$ cat src/rtl/pairing_loop_pkg.sv
package pairing_loop_pkg;

    typedef enum logic [2:0] {
        OP_INIT_F = 3'd0,
        OP_INIT_V = 3'd1,
        OP_SQR    = 3'd2,
        OP_TAN    = 3'd3,
        OP_MULL   = 3'd4,
        OP_DBL    = 3'd5,
        OP_CHORD  = 3'd6,
        OP_ADD    = 3'd7
    } seq_op_e;

    typedef enum logic [3:0] {
        ST_IDLE,
        ST_INIT_F,
        ST_INIT_V,
        ST_SQR,
        ST_TAN,
        ST_MUL_T,
        ST_DBL,
        ST_CHORD,
        ST_MUL_C,
        ST_ADD,
        ST_DONE
    } seq_state_e;

endpackage

$ cat src/rtl/pairing_loop_msb.sv
module pairing_loop_msb #(
    parameter int N     = 16,
    parameter int IDX_W = $clog2(N)
) (
    input  logic [N-1:0]     value,
    output logic [IDX_W-1:0] top_idx,
    output logic             gt_one
);
    logic [N-1:0][IDX_W-1:0] stage;

    // Ripple priority chain: each stage keeps the highest set bit seen so far.
    generate
        for (genvar k = 0; k < N; k++) begin : g_chain
            if (k == 0) begin : g_first
                assign stage[k] = '0;
            end else begin : g_rest
                assign stage[k] = value[k] ? IDX_W'(k) : stage[k-1];
            end
        end
    endgenerate

    assign top_idx = stage[N-1];
    assign gt_one  = |value[N-1:1];
endmodule

$ cat src/rtl/pairing_loop_bitptr.sv
module pairing_loop_bitptr #(
    parameter int N     = 16,
    parameter int IDX_W = $clog2(N)
) (
    input  logic             clk,
    input  logic             rst_n,
    input  logic             load,
    input  logic [N-1:0]     load_val,
    input  logic [IDX_W-1:0] load_top,
    input  logic             step,
    output logic             cur_bit,
    output logic             at_zero
);
    logic [N-1:0]     bits_q;
    logic [IDX_W-1:0] idx_q;

    always_ff @(posedge clk) begin
        if (!rst_n) begin
            bits_q <= '0;
            idx_q  <= '0;
        end else if (load) begin
            bits_q <= load_val;
            idx_q  <= (load_top == '0) ? '0 : load_top - IDX_W'(1);
        end else if (step) begin
            idx_q  <= idx_q - IDX_W'(1);
        end
    end

    assign cur_bit = bits_q[idx_q];
    assign at_zero = (idx_q == '0);
endmodule

$ cat src/rtl/pairing_loop_seq.sv
module pairing_loop_seq
    import pairing_loop_pkg::*;
#(
    parameter int N = 16
) (
    input  logic         clk,
    input  logic         rst_n,
    input  logic         start,
    input  logic [N-1:0] scalar,
    input  logic         op_done,
    output logic         cmd_valid,
    output logic [2:0]   cmd_op,
    output logic         busy,
    output logic         done
);
    localparam int IDX_W = $clog2(N);

    seq_state_e       state_q, state_d;
    logic [IDX_W-1:0] top_idx;
    logic             gt_one, long_q;
    logic             load, step, cur_bit, at_zero;

    pairing_loop_msb #(.N(N), .IDX_W(IDX_W)) u_msb (
        .value   (scalar),
        .top_idx (top_idx),
        .gt_one  (gt_one)
    );

    pairing_loop_bitptr #(.N(N), .IDX_W(IDX_W)) u_ptr (
        .clk      (clk),
        .rst_n    (rst_n),
        .load     (load),
        .load_val (scalar),
        .load_top (top_idx),
        .step     (step),
        .cur_bit  (cur_bit),
        .at_zero  (at_zero)
    );

    assign load = (state_q == ST_IDLE) && start;
    assign step = op_done && (((state_q == ST_DBL) && !at_zero && !cur_bit)
                              || (state_q == ST_ADD));

    // State register
    always_ff @(posedge clk) begin
        if (!rst_n) begin
            state_q <= ST_IDLE;
            long_q  <= 1'b0;
        end else begin
            state_q <= state_d;
            if (load) long_q <= gt_one;
        end
    end

    // Next-state logic
    always_comb begin
        state_d = state_q;
        unique case (state_q)
            ST_IDLE:   if (start)   state_d = ST_INIT_F;
            ST_INIT_F: if (op_done) state_d = ST_INIT_V;
            ST_INIT_V: if (op_done) state_d = long_q ? ST_SQR : ST_DONE;
            ST_SQR:    if (op_done) state_d = ST_TAN;
            ST_TAN:    if (op_done) state_d = ST_MUL_T;
            ST_MUL_T:  if (op_done) state_d = ST_DBL;
            ST_DBL: begin
                if (op_done) begin
                    if (at_zero)      state_d = ST_DONE;
                    else if (cur_bit) state_d = ST_CHORD;
                    else              state_d = ST_SQR;
                end
            end
            ST_CHORD:  if (op_done) state_d = ST_MUL_C;
            ST_MUL_C:  if (op_done) state_d = ST_ADD;
            ST_ADD:    if (op_done) state_d = ST_SQR;
            ST_DONE:                state_d = ST_IDLE;
            default:                state_d = ST_IDLE;
        endcase
    end

    // Outputs
    always_comb begin
        cmd_valid = 1'b1;
        cmd_op    = OP_INIT_F;
        busy      = 1'b1;
        done      = 1'b0;
        unique case (state_q)
            ST_IDLE:   begin cmd_valid = 1'b0; busy = 1'b0; end
            ST_INIT_F: cmd_op = OP_INIT_F;
            ST_INIT_V: cmd_op = OP_INIT_V;
            ST_SQR:    cmd_op = OP_SQR;
            ST_TAN:    cmd_op = OP_TAN;
            ST_MUL_T:  cmd_op = OP_MULL;
            ST_DBL:    cmd_op = OP_DBL;
            ST_CHORD:  cmd_op = OP_CHORD;
            ST_MUL_C:  cmd_op = OP_MULL;
            ST_ADD:    cmd_op = OP_ADD;
            ST_DONE:   begin cmd_valid = 1'b0; busy = 1'b0; done = 1'b1; end
            default:   begin cmd_valid = 1'b0; busy = 1'b0; end
        endcase
    end
endmodule

$ cat config.mk
export PLATFORM = sky130hd
export DESIGN_NAME = pairing_loop_seq
export DESIGN_NICKNAME = d
export VERILOG_FILES = /design/src/rtl/pairing_loop_pkg.sv /design/src/rtl/pairing_loop_msb.sv /design/src/rtl/pairing_loop_bitptr.sv /design/src/rtl/pairing_loop_seq.sv
export SDC_FILE = /design/constraint.sdc
export NUM_CORES = 1
export LEC_CHECK = 0
export BUFFER_PORTS_ARGS = -buffer_cell sky130_fd_sc_hd__clkbuf_2
export CAP_MARGIN = 15
export CORE_ASPECT_RATIO = 1.2
export CORE_UTILIZATION = 56
export DETAILED_ROUTE_END_ITERATION = 8
export PLACE_DENSITY = 0.89
export SYNTH_ARGS = -nofsm -noshare
export SYNTH_HDL_FRONTEND = slang
export SYNTH_HIERARCHICAL = 1
export SYNTH_SLANG_ARGS = --single-unit
export TNS_END_PERCENT = 5
$ cat constraint.sdc
create_clock -name clk -period 3.2 [get_ports clk]
set_clock_uncertainty 0.1 [all_clocks]
set_input_delay 0.64 -clock clk [delete_from_list [all_inputs] [get_ports clk]]
set_output_delay 0.64 -clock clk [all_outputs]
set_load 0.05 [all_outputs]
==> results of run 1 <==
report_power, final:
part / total [mW] / internal, mW / leakage [nW] / switching (mW)
Sequential: 0.487 / 0.382 / 0.205 / 0.105
Combinational: 0.639 / 0.264 / 0.474 / 0.375
Clock: 0.142 / 0.0487 / 0.0150 / 0.0933
Total: 1.27 / 0.695 / 0.695 / 0.573
cell usage in the layout, fill, tap and decap left out, drive strengths merged, types with 3 or more instances in the layout:
cell / instances
o21ai: 11
o211ai: 3
mux2i: 21
inv: 5
a21oi: 6
nor2: 15
dfxtp: 25
nand2b: 4
nand2: 11
nand3: 3
nor2b: 21
nor4: 4
mux4: 4
a31oi: 4
a211oi: 4
clkbuf: 29
nor3: 5
cells by family (layout without fill, tap and decap cells):
group,count (synthesis),after routing,synth area share (%)
AO/OA/AOI/OAI,41,41,17.30
XOR/XNOR,2,2,1.072
adder cells (fa/ha/maj),1,1,0.7656
buffers and inverters,19,36,6.355
flip-flops,25,25,30.63
multiplexers,25,25,19.07
AND/OR/NAND/NOR,73,73,24.81
area by class of cell:
| class | count | share of cell area, % |
|---|---|---|
| inverters | 5 | 1.068 |
| well taps | 34 | 2.420 |
| clock buffers | 4 | 1.495 |
| repair buffers | 27 | 7.971 |
| multi-input cells | 142 | 58.58 |
| flip-flops and latches | 25 | 28.47 |
state kept, by name, summed over array words and instances, names as in the netlist:
register and flops:
long_q 1, state_q 4, u_ptr/bits_q 16, u_ptr/idx_q 4
metrics by stage:
step                      area [um^2]  util (%)
final                            1758     63.12
after global placement           1732     62.17
after detailed placement         1732     62.17
after CTS                        1758     63.12
after global routing             1758     63.12
after floorplan                  1634         -
routing by layer:
metal | wire, um | GRT usage (%) | vias to the layer above | part of all wire, %
met5 | 0 | 0 | - | 0
met4 | 76 | 12.36 | 0 | 2.2
met3 | 144 | 2.716 | 8 | 4.1
met2 | 1765 | 43.42 | 51 | 51
met1 | 1496 | 28.70 | 659 | 43
li1 | - | - | 712 | -
worst paths after layout:
check	endpoint	slack, ns	cells past startpoint
setup / recovery	u_ptr/idx_q[1]	0.50	12
setup reg to reg	u_ptr/idx_q[1]	0.50	12
hold reg to reg	u_ptr/bits_q[7]	0.44	2
hold / removal	u_ptr/bits_q[7]	0.44	2
critical path: cells and delay by family, from the launching register on:
| family | cells | cell delay (ns) |
|---|---|---|
| AO/OA/AOI/OAI | 5 | 0.78 |
| buffers and inverters | 1 | 0.17 |
| flip-flops | 1 | 0.54 |
| multiplexers | 1 | 0.57 |
| AND/OR/NAND/NOR | 5 | 0.49 |
==> reports/qor.txt, run 1 <==
FINAL LAYOUT
-------------------------------------------------------------------------------------------
Area occupied by registers ...................................................   500.5 um^2
Final cell count without fillers .............................................          237
Final-stage net count ........................................................          225
Multi-input logic area .......................................................    1030 um^2
Area growth from synthesis to layout .........................................       7.581%
Fillers ......................................................................          262
Antenna fix cells ............................................................            0
Layout cell share with drive strength beyond 1 ...............................       18.72%

ROUTING
-------------------------------------------------------------------------------------------
Via total after detailed routing .............................................         1430
Average wire per standard cell ...............................................     14.69 um
Detail-routed via count per cell .............................................        6.034
TritonRoute pass-1 iters .....................................................            4
Routed Wire Length ...........................................................     3.482 mm
Number of DRC violations after detailed routing ..............................            0
Number of design-rule violations left by the first detailed-router iteration .           51
Post-DRT Antenna Nets ........................................................            0

TIMING
-------------------------------------------------------------------------------------------
Headroom to the max-slew limit ...............................................       63.96%
Transition time of the tightest slew-check pin ...............................    0.5356 ns
# setup viols final ..........................................................            0
Summed negative setup slack over all endpoints ...............................         0 ns
Max Freq .....................................................................    369.8 MHz
Setup repair after global routing missed its margin ..........................        false
Shortest clock period the worst path allows after layout .....................     2.704 ns
Final-report max-slew violation count ........................................            0
Smallest hold slack ..........................................................    0.4366 ns
Final setup margin ...........................................................    0.4962 ns
Number of failing hold endpoints at the final stage ..........................            0
Period utilization ...........................................................       84.49%

MIN PATH
-------------------------------------------------------------------------------------------
Hold path start .............................................................. u_ptr/bits_q[7]
Worst Hold Class .............................................................      reg2reg

PLACED DESIGN
-------------------------------------------------------------------------------------------
Setup WS pre-CTS .............................................................    0.5810 ns
HPWL Detailed ................................................................     2.598 mm
Global placer's final weighted congestion ....................................       0.8045
Count of placed standard cells including taps ................................          233
# port buffers ...............................................................           25

SYNTHESIS
-------------------------------------------------------------------------------------------
Post-synthesis instance area .................................................    1634 um^2
Net count of the mapped netlist ..............................................          207
Top flip-flop cell by instance count after synthesis .........................      dfxtp_1
Asr flop ratio synth .........................................................           0%
Sequential element share of the synthesized area .............................       30.63%
Top cell type's share of synthesized area ....................................       30.63%
Yosys synthesis warning count ................................................            6
Unique cell type count in the Yosys netlist ..................................           47
Number of cells produced by synthesis ........................................          186
Synth Area per Inst ..........................................................   8.785 um^2
Top cell type by total area after synthesis ..................................      dfxtp_1
Number of enable-type register cells in the synthesized netlist ..............            0
Count leader, synth ..........................................................      dfxtp_1
Dominant cells by area after synthesis ....................................... dfxtp_1 31%, mux2i_1 13%, nor2b_1 7.7%, mux4_1 4.8%, nor2_1 3.4%
Synthesis-stage register bit count ...........................................           25
Leading cell types by count after synthesis .................................. 25 x dfxtp_1, 21 x mux2i_1, 20 x nor2b_1

SETUP PATH
-------------------------------------------------------------------------------------------
Worst reg2reg startpoint ..................................................... u_ptr/idx_q[0]
Critical path, cell by cell .................................................. mux4_2, nor2b_4, a211oi_2, a21oi_1, nor2_1, nand4_1, a21boi_0, buf_4, nor2_1, a211oi_1, a21oi_1, nor2b_1
Sort of element at the start of the critical path ............................    flip-flop
Critical Path Max Stage Delay ................................................      0.57 ns
Highest fanout seen on the critical path .....................................            7
CP arrival ...................................................................      2.87 ns
CP max-delay cell ............................................................       mux4_2
Critical path start-end classification .......................................      reg2reg
Worst endpoint required time .................................................      3.36 ns
Beginning of the critical path ............................................... u_ptr/idx_q[0]
Crit. End Element ............................................................    flip-flop

FLOORPLANNING
-------------------------------------------------------------------------------------------
Count of boundary I/O pins ...................................................           26
Area of the core .............................................................    2785 um^2
Horizontal extent of the die .................................................     51.31 um
Std-Cell Rows ................................................................           21
Starting density of the core .................................................       58.67%
Die area .....................................................................    3139 um^2
Die height ...................................................................     61.18 um

PWR
-------------------------------------------------------------------------------------------
LEAKAGE ......................................................................    0.6945 nW
PD cells ..................................................................... 721.6 nW/um^2
Total power after layout .....................................................     1.269 mW
IR drop worst, VDD ...........................................................  0.0004313 V

GLOBAL ROUTING
-------------------------------------------------------------------------------------------
Total track usage ............................................................       24.18%
Vias in the first global route ...............................................         1294
Antenna violations before repair .............................................            0
Overall overflow remaining after global route ................................            0
Wire length of the first global-routing pass .................................     5.637 mm
Maximum number of pins on one net before global-route repair .................           28

CLOCK NETWORK
-------------------------------------------------------------------------------------------
Clock insertion delay at the later pin of the skew report ....................      0.32 ns
Clock Root Buffer ............................................................     clkbuf_4
Clock tree from TritonCTS ....................................................          yes
Quantity of hold-fixing buffers added after cts ..............................            0
Number of clock buffers inserted by TritonCTS ................................            3
Count of clock tree sinks ....................................................           25
Number of levels in the clock H-tree .........................................            1
Total setup buffers inserted after CTS .......................................            0
Clock slew seen by the registers of the worst setup and hold paths ...........      0.14 ns
Max Buffers Root-to-Sink .....................................................            2
Resized Gates After CTS ......................................................            0

RUN
-------------------------------------------------------------------------------------------
Max-capacitance violation count ..............................................            0

RUN STATUS
-------------------------------------------------------------------------------------------
Status .......................................................................    completed

No activity file was read; power rests on OpenSTA's default activity.
==> run 2: changes to the inputs <==
--- a/config.mk
+++ b/config.mk
@@ -8,9 +8,9 @@
 export BUFFER_PORTS_ARGS = -buffer_cell sky130_fd_sc_hd__clkbuf_2
 export CAP_MARGIN = 15
 export CORE_ASPECT_RATIO = 1.2
-export CORE_UTILIZATION = 56
+export CORE_UTILIZATION = 50
 export DETAILED_ROUTE_END_ITERATION = 8
-export PLACE_DENSITY = 0.89
+export PLACE_DENSITY = 0.85
 export SYNTH_ARGS = -nofsm -noshare
 export SYNTH_HDL_FRONTEND = slang
 export SYNTH_HIERARCHICAL = 1
==> constraint.sdc (replaced) <==
create_clock -name clk -period 2.2 [get_ports clk]
set_clock_uncertainty 0.1 [all_clocks]
set_input_delay 0.44 -clock clk [delete_from_list [all_inputs] [get_ports clk]]
set_output_delay 0.44 -clock clk [all_outputs]
set_load 0.05 [all_outputs]
==> run 2 against run 1 <==
Clock power increased by 42%. The run now ends with setup timing left. Sequential power increased by 42%. Combinational power increased by 66%.
==> reports/qor.txt, run 2 (synthesized netlist as in run 1, its figures left out) <==
RUN STATUS
-------------------------------------------------------------------------------------------
Status ....................................................................... finished with violations
Violations in the final reports .............................................. setup timing

PLACED DESIGN
-------------------------------------------------------------------------------------------
Global placer's final weighted congestion ....................................       0.8039
HPWL Detailed ................................................................     2.711 mm
Count of placed standard cells including taps ................................          248
# port buffers ...............................................................           25

TIMING
-------------------------------------------------------------------------------------------
Final-report max-slew violation count ........................................            0
Shortest clock period the worst path allows after layout .....................     2.311 ns
Transition time of the tightest slew-check pin ...............................    0.4625 ns
Period utilization ...........................................................       105.0%
Final setup margin ...........................................................   -0.1106 ns
Headroom to the max-slew limit ...............................................       69.17%
Setup repair after global routing missed its margin ..........................         true
# setup viols final ..........................................................            4
Max Freq .....................................................................    432.8 MHz
Smallest hold slack ..........................................................    0.2915 ns
Number of failing hold endpoints at the final stage ..........................            0

MIN PATH
-------------------------------------------------------------------------------------------
Worst Hold Class .............................................................       in2reg

GLOBAL ROUTING
-------------------------------------------------------------------------------------------
Antenna violations before repair .............................................            0
Total track usage ............................................................       21.94%
Maximum number of pins on one net before global-route repair .................           28
Overall overflow remaining after global route ................................            0
Vias in the first global route ...............................................         1304
Wire length of the first global-routing pass .................................     5.727 mm

FINAL LAYOUT
-------------------------------------------------------------------------------------------
Final-stage net count ........................................................          238
Most frequent cells in the layout ............................................ 25 x clkbuf_2, 21 x dfxtp_1, 20 x mux2i_1, 20 x nor2b_1, 15 x buf_4
Most flop-heavy register ..................................................... u_ptr/bits_q
Most common cell after layout, fill and taps aside ...........................     clkbuf_2
Layout cell share with drive strength beyond 1 ...............................       27.78%
Area growth from synthesis to layout .........................................       14.70%
Registers with the most flip-flops ........................................... u_ptr/bits_q x16, state_q x4, u_ptr/idx_q x4
Antenna fix cells ............................................................            0
Flip-flop count of the largest register, all copies and words added ..........           16
Final cell count without fillers .............................................          252

ROUTING
-------------------------------------------------------------------------------------------
Number of design-rule violations left by the first detailed-router iteration .           59
Number of DRC violations after detailed routing ..............................            0
Via total after detailed routing .............................................         1457
Routed Wire Length ...........................................................     3.553 mm
TritonRoute pass-1 iters .....................................................            4
Detail-routed via count per cell .............................................        5.782
Average wire per standard cell ...............................................     14.10 um
Post-DRT Antenna Nets ........................................................            0

SETUP PATH
-------------------------------------------------------------------------------------------
Sort of element at the start of the critical path ............................    flip-flop
Critical path start-end classification .......................................      reg2reg
Crit. End Element ............................................................    flip-flop
Highest fanout seen on the critical path .....................................            5
Worst endpoint required time .................................................      2.31 ns
CP arrival ...................................................................      2.42 ns

PWR
-------------------------------------------------------------------------------------------
Combinational share of power .................................................        54.2%
Sequential group share of total power ........................................        35.5%
Net Sw Power .................................................................    0.8596 mW
PD cells ..................................................................... 1039 nW/um^2
IR drop worst, VDD ...........................................................  0.0007256 V
Switching portion of total power .............................................       44.15%
LEAKAGE ......................................................................    0.7563 nW
Pint .........................................................................     1.088 mW
Part of the total power dissipated in the clock network ......................        10.3%

FLOORPLANNING
-------------------------------------------------------------------------------------------
Die area .....................................................................    3502 um^2
Horizontal extent of the die .................................................     54.19 um
Die height ...................................................................     64.63 um
Starting density of the core .................................................       53.00%
Std-Cell Rows ................................................................           22
Count of boundary I/O pins ...................................................           26
Area of the core .............................................................    3083 um^2

CLOCK NETWORK
-------------------------------------------------------------------------------------------
Clock insertion delay at the later pin of the skew report ....................      0.31 ns
Clock Root Buffer ............................................................     clkbuf_4
Quantity of hold-fixing buffers added after cts ..............................            0
Number of levels in the clock H-tree .........................................            1
Clock tree from TritonCTS ....................................................          yes
Clock slew seen by the registers of the worst setup and hold paths ...........      0.13 ns
Count of clock tree sinks ....................................................           25
Number of clock buffers inserted by TritonCTS ................................            3
Max Buffers Root-to-Sink .....................................................            2

RUN
-------------------------------------------------------------------------------------------
Max-capacitance violation count ..............................................            0

[run 2: changes by cell type in the layout (fill, tap and decap cells not counted), sizes merged]
cell	change
buf	+13
[run 2: metal layers]
layer | vias up | track usage (%) | routed length (um)
met5 | - | 0 | 0
met4 | 0 | 8.974 | 55
met3 | 6 | 2.817 | 140
met2 | 39 | 36.74 | 1782
met1 | 670 | 27.30 | 1575
li1 | 742 | - | -
[run 2: what timing repair did]
| item | CTS | global route |
|---|---|---|
| pin swaps | 7 | 3 |
| endpoints found under the setup margin | 5 | 11 |
| setup buffers | 0 | 0 |
| resized for setup | 5 | 4 |
[run 2: worst paths after layout]
| kind | from | to | slack [ns] | cells past startpoint |
|---|---|---|---|---|
| hold / removal | scalar[0] | u_ptr/bits_q[0] | 0.29 | 3 |
| setup reg to reg | u_ptr/idx_q[0] | u_ptr/idx_q[3] | -0.11 | 11 |
| hold reg to reg | u_ptr/bits_q[9] | u_ptr/bits_q[9] | 0.43 | 2 |
| setup / recovery | u_ptr/idx_q[0] | u_ptr/idx_q[3] | -0.11 | 11 |
[run 2: power by group through the flow]
stage	Sequential [mW]	Clock [mW]	Combinational, mW
after floorplan	0.610	0	0.901
after global placement	0.681	0	1.01
after detailed placement	0.688	0	1.04
after CTS	0.687	0.214	1.05
after global routing	0.706	0.232	1.14
final	0.691	0.201	1.06
[run 2: area by class of cell]
| cell class | instances | area, um^2 |
|---|---|---|
| clock buffer | 4 | 26.28 |
| fill | 290 | 1209 |
| inverter | 5 | 18.77 |
| multi-input combinational | 142 | 1039 |
| sequential | 25 | 508.0 |
| tap | 36 | 45.04 |
| timing repair buffer | 40 | 237.7 |
[run 2: critical path, stage by stage, from the launching register on]
cell and delay (ns):
dfxtp_4 0.41, mux4_2 0.50, nor2b_4 0.14, a211oi_2 0.15
a21oi_1 0.07, nor2_1 0.11, nand4_1 0.10, a21boi_2 0.20
buf_4 0.15, a31oi_1 0.07, o21ai_1 0.14, a21oi_1 0.07
[run 2: metrics by stage]
step	worst slack, ns	cell area (um^2)	total power [mW]	utilization (%)	setup TNS (ns)
after floorplan	-0.1992	1642	1.511	-	-0.6104
after global placement	-0.1767	1839	1.692	59.66	-0.6563
after detailed placement	-0.2666	1839	1.731	59.66	-0.9656
after CTS	-0.1229	1869	1.951	60.63	-0.3848
after global routing	-0.2715	1874	2.081	60.80	-0.8853
final	-0.1106	1874	1.947	60.80	-0.3591
